===== src/rtl/rii_pkg.sv =====
package rii_pkg;

    typedef enum logic [1:0] {
        TY_NULL   = 2'b00,
        TY_ASSIGN = 2'b01,
        TY_SIZE   = 2'b10,
        TY_DATA   = 2'b11
    } sym_type_e;

    typedef enum logic [2:0] {
        ST_IDLE    = 3'd0,
        ST_SEED    = 3'd1,
        ST_GET_ID  = 3'd2,
        ST_GET_MAX = 3'd3,
        ST_ANN_ID  = 3'd4,
        ST_ANN_MAX = 3'd5,
        ST_RUN     = 3'd6
    } init_state_e;

endpackage


===== src/rtl/rii_id_incr.sv =====
module rii_id_incr #(
    parameter int ID_W = 4
) (
    input  logic [ID_W-1:0] id_in,
    output logic [ID_W-1:0] id_out,
    output logic            ovf
);
    localparam logic [ID_W-1:0] ID_TOP = {ID_W{1'b1}};

    always_comb begin
        ovf    = (id_in == ID_TOP);
        id_out = id_in + ID_W'(1);
    end
endmodule


===== src/rtl/rii_sym_reg.sv =====
module rii_sym_reg #(
    parameter int SYM_W = 32
) (
    input  logic             clk,
    input  logic             rst_n,
    input  logic [SYM_W-1:0] d_sym,
    input  logic [1:0]       d_type,
    input  logic             d_frame,
    output logic [SYM_W-1:0] q_sym,
    output logic [1:0]       q_type,
    output logic             q_frame
);
    always_ff @(posedge clk or negedge rst_n) begin
        if (!rst_n) begin
            q_sym   <= '0;
            q_type  <= 2'b00;
            q_frame <= 1'b0;
        end else begin
            q_sym   <= d_sym;
            q_type  <= d_type;
            q_frame <= d_frame;
        end
    end
endmodule


===== src/rtl/rii_ctrl.sv =====
module rii_ctrl
    import rii_pkg::*;
#(
    parameter int SYM_W = 32,
    parameter int ID_W  = 4
) (
    input  logic             clk,
    input  logic             rst_n,
    input  logic             is_master,
    input  logic [SYM_W-1:0] up_sym,
    input  logic [1:0]       up_type,
    input  logic             up_frame,
    input  logic [ID_W-1:0]  inc_id,
    input  logic             inc_ovf,
    output logic [SYM_W-1:0] dn_sym_d,
    output logic [1:0]       dn_type_d,
    output logic             dn_frame_d,
    output logic [SYM_W-1:0] cli_sym_d,
    output logic [1:0]       cli_type_d,
    output logic             cli_frame_d,
    output logic [ID_W-1:0]  node_id,
    output logic [ID_W-1:0]  max_id,
    output logic             init_done,
    output logic             id_err
);
    localparam int PAY_W = SYM_W - ID_W;
    localparam logic [PAY_W-1:0] PAY_ONES = {PAY_W{1'b1}};

    init_state_e     state_q, state_d;
    logic [ID_W-1:0] node_q, node_d;
    logic [ID_W-1:0] max_q, max_d;
    logic            err_q, err_d;
    logic [ID_W-1:0] up_id;
    sym_type_e       up_ty;
    logic            init_kind;

    assign up_id     = up_sym[SYM_W-1 -: ID_W];
    assign up_ty     = sym_type_e'(up_type);
    assign init_kind = (up_ty == TY_ASSIGN) || (up_ty == TY_SIZE);

    // state register process
    always_ff @(posedge clk or negedge rst_n) begin
        if (!rst_n) begin
            state_q <= ST_IDLE;
            node_q  <= '0;
            max_q   <= '0;
            err_q   <= 1'b0;
        end else begin
            state_q <= state_d;
            node_q  <= node_d;
            max_q   <= max_d;
            err_q   <= err_d;
        end
    end

    // next state and next outputs
    always_comb begin
        state_d     = state_q;
        node_d      = node_q;
        max_d       = max_q;
        err_d       = err_q;
        dn_sym_d    = up_sym;
        dn_type_d   = up_type;
        dn_frame_d  = up_frame;
        cli_sym_d   = '0;
        cli_type_d  = TY_NULL;
        cli_frame_d = 1'b0;
        unique case (state_q)
            ST_IDLE: begin
                if (is_master) begin
                    state_d    = ST_SEED;
                    dn_sym_d   = {{ID_W{1'b0}}, PAY_ONES};
                    dn_type_d  = TY_ASSIGN;
                    dn_frame_d = 1'b1;
                end else begin
                    state_d    = ST_GET_ID;
                    dn_sym_d   = '0;
                    dn_type_d  = TY_NULL;
                    dn_frame_d = 1'b0;
                end
            end
            ST_SEED: begin
                if (up_ty == TY_ASSIGN) begin
                    max_d     = up_id;
                    dn_type_d = TY_SIZE;
                    state_d   = ST_GET_MAX;
                end else begin
                    dn_sym_d   = {{ID_W{1'b0}}, PAY_ONES};
                    dn_type_d  = TY_ASSIGN;
                    dn_frame_d = 1'b1;
                end
            end
            ST_GET_ID: begin
                if (up_ty == TY_ASSIGN) begin
                    if (inc_ovf) begin
                        err_d      = 1'b1;
                        dn_sym_d   = '0;
                        dn_type_d  = TY_NULL;
                        dn_frame_d = 1'b0;
                    end else begin
                        node_d   = inc_id;
                        dn_sym_d = {inc_id, up_sym[PAY_W-1:0]};
                        state_d  = ST_GET_MAX;
                    end
                end
            end
            ST_GET_MAX: begin
                if (is_master) begin
                    dn_sym_d   = '0;
                    dn_type_d  = TY_NULL;
                    dn_frame_d = 1'b0;
                    if (up_ty == TY_ASSIGN) begin
                        max_d      = up_id;
                        dn_sym_d   = up_sym;
                        dn_type_d  = TY_SIZE;
                        dn_frame_d = up_frame;
                    end
                end else if (up_ty == TY_ASSIGN) begin
                    if (inc_ovf) begin
                        err_d      = 1'b1;
                        dn_sym_d   = '0;
                        dn_type_d  = TY_NULL;
                        dn_frame_d = 1'b0;
                    end else begin
                        dn_sym_d = {inc_id, up_sym[PAY_W-1:0]};
                    end
                end
                if (up_ty == TY_SIZE) begin
                    max_d       = up_id;
                    state_d     = ST_ANN_ID;
                    cli_sym_d   = {node_q, PAY_ONES};
                    cli_type_d  = TY_ASSIGN;
                    cli_frame_d = 1'b1;
                end
            end
            ST_ANN_ID, ST_ANN_MAX, ST_RUN: begin
                if (is_master && init_kind) begin
                    dn_sym_d   = '0;
                    dn_type_d  = TY_NULL;
                    dn_frame_d = 1'b0;
                end
                if (state_q == ST_ANN_ID) begin
                    state_d     = ST_ANN_MAX;
                    cli_sym_d   = {max_q, PAY_ONES};
                    cli_type_d  = TY_SIZE;
                    cli_frame_d = 1'b1;
                end else if (state_q == ST_ANN_MAX) begin
                    state_d = ST_RUN;
                end
            end
            default: state_d = ST_IDLE;
        endcase
    end

    assign node_id   = node_q;
    assign max_id    = max_q;
    assign id_err    = err_q;
    assign init_done = (state_q == ST_ANN_ID) || (state_q == ST_ANN_MAX)
                       || (state_q == ST_RUN);


    ovf_holds_state_chk: assert property (@(posedge clk) disable iff (!rst_n)
        (state_q == ST_GET_ID && up_ty == TY_ASSIGN && inc_ovf)
        |=> (state_q == ST_GET_ID) && id_err && $stable(node_id));


    seed_leaves_chk: assert property (@(posedge clk) disable iff (!rst_n)
        (state_q == ST_SEED && up_ty == TY_ASSIGN) |=> (state_q == ST_GET_MAX) && (max_id == $past(up_id)));

endmodule


===== src/rtl/ring_id_init.sv =====
module ring_id_init
    import rii_pkg::*;
#(
    parameter int SYM_W = 32,
    parameter int ID_W  = 4
) (
    input  logic             clk,
    input  logic             rst_n,
    input  logic             is_master,
    input  logic [SYM_W-1:0] up_sym,
    input  logic [1:0]       up_type,
    input  logic             up_frame,
    output logic [SYM_W-1:0] dn_sym,
    output logic [1:0]       dn_type,
    output logic             dn_frame,
    output logic [SYM_W-1:0] cli_sym,
    output logic [1:0]       cli_type,
    output logic             cli_frame,
    output logic [ID_W-1:0]  node_id,
    output logic [ID_W-1:0]  max_id,
    output logic             init_done,
    output logic             id_err
);
    logic [ID_W-1:0]  inc_id;
    logic             inc_ovf;
    logic [SYM_W-1:0] dn_sym_d, cli_sym_d;
    logic [1:0]       dn_type_d, cli_type_d;
    logic             dn_frame_d, cli_frame_d;

    rii_id_incr #(.ID_W(ID_W)) u_incr (
        .id_in  (up_sym[SYM_W-1 -: ID_W]),
        .id_out (inc_id),
        .ovf    (inc_ovf)
    );

    rii_ctrl #(.SYM_W(SYM_W), .ID_W(ID_W)) u_ctrl (
        .clk         (clk),
        .rst_n       (rst_n),
        .is_master   (is_master),
        .up_sym      (up_sym),
        .up_type     (up_type),
        .up_frame    (up_frame),
        .inc_id      (inc_id),
        .inc_ovf     (inc_ovf),
        .dn_sym_d    (dn_sym_d),
        .dn_type_d   (dn_type_d),
        .dn_frame_d  (dn_frame_d),
        .cli_sym_d   (cli_sym_d),
        .cli_type_d  (cli_type_d),
        .cli_frame_d (cli_frame_d),
        .node_id     (node_id),
        .max_id      (max_id),
        .init_done   (init_done),
        .id_err      (id_err)
    );

    rii_sym_reg #(.SYM_W(SYM_W)) u_dn_reg (
        .clk     (clk),
        .rst_n   (rst_n),
        .d_sym   (dn_sym_d),
        .d_type  (dn_type_d),
        .d_frame (dn_frame_d),
        .q_sym   (dn_sym),
        .q_type  (dn_type),
        .q_frame (dn_frame)
    );

    rii_sym_reg #(.SYM_W(SYM_W)) u_cli_reg (
        .clk     (clk),
        .rst_n   (rst_n),
        .d_sym   (cli_sym_d),
        .d_type  (cli_type_d),
        .d_frame (cli_frame_d),
        .q_sym   (cli_sym),
        .q_type  (cli_type),
        .q_frame (cli_frame)
    );


    ann_order_chk: assert property (@(posedge clk) disable iff (!rst_n)
        (cli_type == TY_ASSIGN) |=> (cli_type == TY_SIZE));


    ann_end_chk: assert property (@(posedge clk) disable iff (!rst_n)
        (cli_type == TY_SIZE) |=> (cli_type == TY_NULL));


    done_hold_chk: assert property (@(posedge clk) disable iff (!rst_n)
        init_done |=> init_done && $stable(node_id) && $stable(max_id));


    err_sticky_chk: assert property (@(posedge clk) disable iff (!rst_n)
        id_err |=> id_err);


    size_fwd_chk: assert property (@(posedge clk) disable iff (!rst_n)
        ($past(rst_n) && !is_master && up_type == TY_SIZE)
        |=> (dn_type == TY_SIZE) && (dn_sym == $past(up_sym)));


    master_drop_chk: assert property (@(posedge clk) disable iff (!rst_n)
        (is_master && init_done && (up_type == TY_ASSIGN || up_type == TY_SIZE))
        |=> (dn_type == TY_NULL));

endmodule


===== config.mk =====
export PLATFORM = sky130hd
export DESIGN_NAME = ring_id_init
export DESIGN_NICKNAME = d
export VERILOG_FILES = /design/src/rtl/rii_pkg.sv /design/src/rtl/rii_id_incr.sv /design/src/rtl/rii_sym_reg.sv /design/src/rtl/rii_ctrl.sv /design/src/rtl/ring_id_init.sv
export SDC_FILE = /design/constraint.sdc
export NUM_CORES = 1
export LEC_CHECK = 0
export BUFFER_PORTS_ARGS = -buffer_cell sky130_fd_sc_hd__buf_2
export CAP_MARGIN = 15
export CORE_AREA = 2 2 80 82
export DETAILED_ROUTE_END_ITERATION = 8
export DIE_AREA = 0 0 82 84
export GPL_ROUTABILITY_DRIVEN = 0
export PLACE_DENSITY = 0.79
export SYNTH_ARGS = -nofsm -noshare
export SYNTH_HDL_FRONTEND = slang
export SYNTH_HIERARCHICAL = 1
export SYNTH_SLANG_ARGS = --single-unit

===== constraint.sdc =====
create_clock -name clk -period 2.7 [get_ports clk]
set_clock_uncertainty 0.1 [all_clocks]
set_input_delay 0.54 -clock clk [delete_from_list [all_inputs] [get_ports clk]]
set_output_delay 0.54 -clock clk [all_outputs]
set_load 0.01 [all_outputs]

# [After elaboration in Yosys (flattened, before gate mapping)]
# Cells that the tools add are included.
[op_classes] addsub=1 mul=0 n_div=0 magnitude_cmp=0 n_eq_ne=16 shifts=0 muxes=49 bitwise=1 n_reduce_logical=12
[ops] cell="2-to-1 mux 32 bit" count=8
[ops] cell="case mux 32 bit (5 select lines)" count=1
[ops] cell="case mux 32 bit (2 select lines)" count=1
[ops] cell="2-to-1 mux 28 bit" count=1
[ops] cell="2-to-1 mux 3 bit" count=6
[ops] cell="2-to-1 mux 2 bit" count=8
[ops] cell="case mux 3 bit (5 select lines)" count=1
[ops] cell="2-to-1 mux 1 bit" count=14
[ops] cell="2-to-1 mux 4 bit" count=3
[ops] cell="case mux 2 bit (5 select lines)" count=1
[ops] cell="== test 3 bit, second input constant" count=3
[ops] cell="case mux 4 bit (2 select lines)" count=1
[ops] cell="== test 3 x 2 -> 1 bit, second input constant" count=2
[ops] cell="!= test 2 x 1 -> 1 bit, second input constant" count=3
[ops] cell="case mux 1 bit (5 select lines)" count=1
[ops] cell="AND reduction 5 bit" count=1
[ops] cell="adder 4 x 1 -> 4 bit, second input constant" count=1
[ops] cell="== test 4 bit, second input constant" count=1
[ops] cell="!= test 2 bit, second input constant" count=2
[ops] cell="case mux 1 bit (2 select lines)" count=2
[ops] cell="case mux 2 bit (2 select lines)" count=1
[ops] cell="AND reduction 2 bit" count=2
[ops] cell="nonzero test 2 bit" count=2
[ops] cell="== test 3 x 1 -> 1 bit, second input constant" count=1
[ops] cell="other kinds (10)" count=12
[totals] regBits=82 latch_bits=0 ram_bits=0 rom_bits=0 in_bits=38 out_inout_bits=80 n_memories=0

# [Logic depth before layout (Yosys ltp)]
[depth] depth_word=5 mapped_depth=8

# [Cells and area by module]
# Netlist, hierarchy kept.
[by_module_without_submodules] mod="rii_sym_reg" instances=2 cells_per_inst=35 area_each_um2=875.8
[by_module_without_submodules] mod="rii_ctrl" instances=1 cells_per_inst=149 area_each_um2=1287.5
[by_module_without_submodules] mod="rii_id_incr" instances=1 cells_per_inst=6 area_each_um2=46.3

# [Worst setup path before layout]
# OpenSTA, ideal clock, no wires.
[synth_timing] path_type="in2reg" startpoint="input up_sym[28]" endpoint="register u_dn_reg.q_sym[0]" setup_time_ps=118 t_arrival_ps=1674 slack_ps=808 cell_stages=8 path_cell_list="ha_1 > and3_2 > nand2_1 > o2bb2ai_1 > o211ai_1 > buf_4 > buf_6 > a21o_1"
[synth_between] elab_chain_cells=5
[synth_lines] item="start: declaration" line="ring_id_init.sv:10" source="input logic [SYM_W-1:0] up_sym,"
[synth_lines] item="== test 4 bit *" line="rii_id_incr.sv:11" source="ovf = (id_in == ID_TOP);"
[synth_lines] item="via inc_ovf" line="ring_id_init.sv:25" source="logic inc_ovf;"
[synth_lines] item="2-to-1 mux 32 bit *" line="rii_ctrl.sv:95, rii_ctrl.sv:119"
[synth_lines] item="2-to-1 mux 32 bit *" line="rii_ctrl.sv:118" source="end else if (up_ty == TY_ASSIGN) begin"
[synth_lines] item="2-to-1 mux 32 bit" line="rii_ctrl.sv:108" source="if (is_master) begin"
[synth_lines] item="case mux 32 bit (5 select lines) *" line="rii_ctrl.sv:68" source="unique case (state_q)"
[synth_lines] item="via dn_sym_d[0]" line="ring_id_init.sv:26" source="logic [SYM_W-1:0] dn_sym_d, cli_sym_d;"
[synth_lines] item="end signal: assignment" line="rii_sym_reg.sv:19" source="q_sym <= d_sym;"
[synth_lines] item="end: declaration" line="rii_sym_reg.sv:9" source="output logic [SYM_W-1:0] q_sym,"
# Mark *: on every way through the listed nets, which the timed path passes. The rest lies on a longest branch.
# A chain may end at the register's enable or synchronous reset.

# [Final worst setup path]
[layout_timing] startpoint="register u_ctrl.state_q[2]" endpoint="output init_done"
[layout_between] elab_chain_cells=3 elab_cells_between_ends=5 classes_between="3 x eq/ne; 2 x reduce/logical"
[layout_lines] item="start: declaration" line="rii_ctrl.sv:29" source="init_state_e state_q, state_d;"
[layout_lines] item="start signal: assignment" line="rii_ctrl.sv:49" source="state_q <= state_d;"
[layout_lines] item="== test 3 bit" line="rii_ctrl.sv:158" source="assign init_done = (state_q == ST_ANN_ID) || (state_q == ST_ANN_MAX)"
[layout_lines] item="logical OR 1 bit" line="rii_ctrl.sv:158"
[layout_lines] item="logical OR 1 bit *" line="rii_ctrl.sv:159" source="|| (state_q == ST_RUN);"
[layout_lines] item="end: declaration" line="ring_id_init.sv:21" source="output logic init_done,"
# Every way passes the cells marked *; elsewhere a longest branch is shown, timed or not.

==> results summary <==
The run finished with clean final reports. The overall routing resource usage came out at 0.1713. The via count of the first global-routing pass is 1825. The layer flagged by global routing as most heavily used is met2. The endpoint required time on the critical path came out at 2.06 ns. The post-layout total power is 4394 uW. In the layout the commonest cells are buf_2, dfrtp_1, a21o_1.

In this run the tightest slew margin relative to its limit is 0.3509. The setup TNS after final layout came out at 0 ns. The number of violations reported at the end of detailed-routing iteration 0 is 57.

The internal portion of the total power is 2814 uW. The power density over the cells came out at 1179 nW/um2. The maximum number of pins on one net before global-route repair came out at 83.

The global routing met1 resource utilization is 0.2191. The iteration count of the initial detailed-routing pass is 4. The core region area came out at 6096 um2.

The effective utilization at floorplan came out at 0.5062. The die outline area is 6888 um2. The number of ports placed on the die boundary is 118. The fraction of met3 tracks used by global routing is 0.03571. The HPWL reported at the end of detailed placement came out at 4056 um. The length in cells of the worst reg-to-reg path is 3. The leakage power of the design is 0.002135 uW. Synthesis handed over a netlist of 225 instances. The critical path startpoint category is a register. After clock tree synthesis, the flow added hold-fix buffers numbering 0. The synthesis-stage register bit count is 82. The critical path is of the reg2out type.

The tree built by TritonCTS fans out to 82 sinks. The via-per-instance ratio is 4.928. The largest individual stage delay along the critical path comes from the cell dfrtp_1.

The transition time of the tightest slew-check pin is 0.9736 ns. The remaining antenna violation count after routing is 0. The area growth from synthesis to layout is 20.76%. STA puts the critical path data arrival time at 1.55 ns. The net count of the mapped netlist came out at 266. The highest clock frequency the design can meet is 457.3 MHz. The number of distinct library cell variants in the gate-level netlist after synthesis came out at 34. The final max-slew violation count is 0. For the worst-skew pair, the clock arrives at the later sink with an insertion delay of 0.33 ns.

The floorplan die height came out at 84 um. In this run the core area contains 29 standard-cell rows. Setup violations remaining at the end of the flow were counted as 0. The largest stage delay on the critical path came out at 0.62 ns. The H-tree was split into 3 levels.

The worst path needs 2.187 ns of the cycle, external delays included. The net count reported at finish is 360. TritonCTS built the clock tree. The reported net switching power is 1580 uW. The total via count in the routed design came out at 1976. The min-delay analysis places its worst path in the category in2async. The CTS buffer count is 9. The longest clock path from root to sink contains 2 buffers. The share of the Yosys chip area taken by registers is 0.6650. The count of cells resized by post-cts repair came out at 0.

The wire length of the first global-routing pass is 8852 um. Traced cell by cell, the critical path runs through inv_1 > a21oi_1 > buf_2. Once the clock tree was built, the setup fixing pass inserted 0 buffers. The count of unresolved DRC violations after routing is 0. Across the VDD grid, the largest voltage drop is 0.0005302 V.

0 antenna diodes ended up in the layout. The cell area after synthesis came out at 3085 um2. The cell chosen for the clock root is clkbuf_8. The horizontal die dimension came out at 82 um. The share of post-route cells with drive strength above 1 came out at 0.4691.

The clock transition at the register clock pins on the worst setup and hold paths after CTS is 0.08 ns. Fill cells in the final layout number 479. The fraction of power consumed by sequential logic is 0.446.

The share of the clock period used by the worst path after layout is 0.8099. Of the total power, the share spent switching nets is 0.3595. The share of power burned in the clock network is 0.182. The met2 demand-to-capacity share in global routing is 0.2764.

The number of antenna violations at the first check in global routing is 0. The number of hold violations in the final report was 0. The residual overflow from global routing came out at 0. The worst register-to-register path ends at u_cli_reg/q_sym[22]. The placed instances occupy a cell area of 3541 um2. The number of warnings printed during yosys synthesis is 6.

The routed length per instance came out at 14.47 um. The number of maximum-capacitance constraint violations is 0. The combinational power share is 0.373.

The critical path starts at u_ctrl/state_q[2]. The total wire length after detailed routing came out at 5802 um. The type of destination of the critical path is an output port. The most critical setup path has its endpoint at init_done. Setup repair after global routing left no endpoint under its margin. The mean area per synthesized cell came out at 13.71 um2. The slack of the worst reg-to-reg path is 0.60 ns.

In this run the worst path has a maximum fanout of 12. Port buffering added 117 buffers. Once layout is done, the placed cells without fillers occupy 3726 um2. The startpoint identified for the worst register-to-register timing path is u_ctrl/state_q[1].

Leaving out fill and tap cells, the most frequent cell in the layout is buf_2.
## worst min path at each step
stage	startpoint	endpoint	slack, ns	depth (start not counted)
after floorplan	rst_n	u_cli_reg/q_frame	0.14	0
after global placement	u_ctrl/id_err	u_ctrl/id_err	0.36	1
after global routing	up_sym[3]	u_dn_reg/q_sym[3]	0.29	2
after detailed placement	u_ctrl/id_err	u_ctrl/id_err	0.36	1
final	rst_n	u_dn_reg/q_frame	0.26	1
after CTS	up_sym[21]	u_dn_reg/q_sym[21]	0.28	2
## state kept, by name (all words and copies together) (netlist names)
signal,flops
u_cli_reg/q_type,2
u_cli_reg/q_sym,32
u_dn_reg/q_type,2
u_dn_reg/q_frame,1
u_ctrl/node_id,4
u_cli_reg/q_frame,1
u_ctrl/state_q,3
u_ctrl/id_err,1
u_ctrl/max_id,4
u_dn_reg/q_sym,32
## power groups by stage
| stage | Sequential (uW) | Clock [uW] | Combinational [uW] |
|---|---|---|---|
| floorplan | 2190 | 0 | 917 |
| global placement | 1960 | 0 | 1610 |
| detailed placement | 1990 | 0 | 1660 |
| CTS | 1960 | 822 | 1670 |
| global route | 2020 | 875 | 1790 |
| finish | 1960 | 798 | 1640 |
## Yosys cell counts
master	number	area, um2
a2111oi_2	1	15.01
a21o_1	30	225.2
a21oi_1	3	15.01
a21oi_2	1	8.760
a221o_1	1	10.01
a221oi_1	2	17.52
a22o_1	8	70.07
a31o_1	1	8.760
and3_2	1	7.510
buf_2	7	35.03
buf_4	29	217.7
buf_6	1	11.26
dfrtp_1	82	2052
ha_1	3	37.54
inv_1	8	30.03
mux2_2	8	90.09
nand2_1	8	30.03
nand2b_1	1	6.260
nand3_1	3	15.01
nand3b_1	1	7.510
nor2_1	3	11.26
nor2b_1	2	12.51
nor2b_2	1	8.760
nor3_1	3	15.01
nor3b_1	1	7.510
nor3b_2	1	12.51
o211ai_1	1	7.510
o21ai_0	4	20.02
o21bai_1	1	7.510
o2bb2ai_1	3	26.28
or2_2	3	18.77
or4b_1	1	10.01
xnor2_1	1	8.760
xor2_1	1	8.760
## per-layer routing
layer	vias to the layer above	share of wire
li1	931	-
met1	978	0.41
met2	65	0.52
met3	2	0.060
met4	0	0.0067
met5	-	0
## layout make-up
type	instances	area (um2)	share of cell area
clock buffers	9	123.9	0.03324
repair buffers	120	610.6	0.1639
inverters	8	30.03	0.008059
multi-input cells	98	752.0	0.2018
clock inverters	7	61.31	0.01645
well taps	77	96.34	0.02586
flip-flops and latches	82	2052	0.5507
## logic make-up after synthesis
group,synth area share
flops,0.6650
compound gates,0.1399
buf+inv,0.09530
simple gates,0.05272
mux,0.02920
fa+ha+maj,0.01217
xor+xnor,0.005678
## stage by stage
step	util	hold WS (ns)	instances	worst slack (ns)
after global placement	0.5809	0.3555	385	0.5607
after detailed placement	0.5809	0.3579	385	0.5218
final	0.6112	0.2561	401	0.5132
after global routing	0.6112	0.2865	401	0.4302
after floorplan	-	0.1444	225	0.8084
after CTS	0.6112	0.2793	401	0.4989
## worst max-delay path, delay by kind of cell, from the launching register on
kind,cells,cell delay (ns)
flops,1,0.62
compound gates,1,0.19
buf+inv,2,0.41
Note: power is estimated with default switching activity, not from simulation.
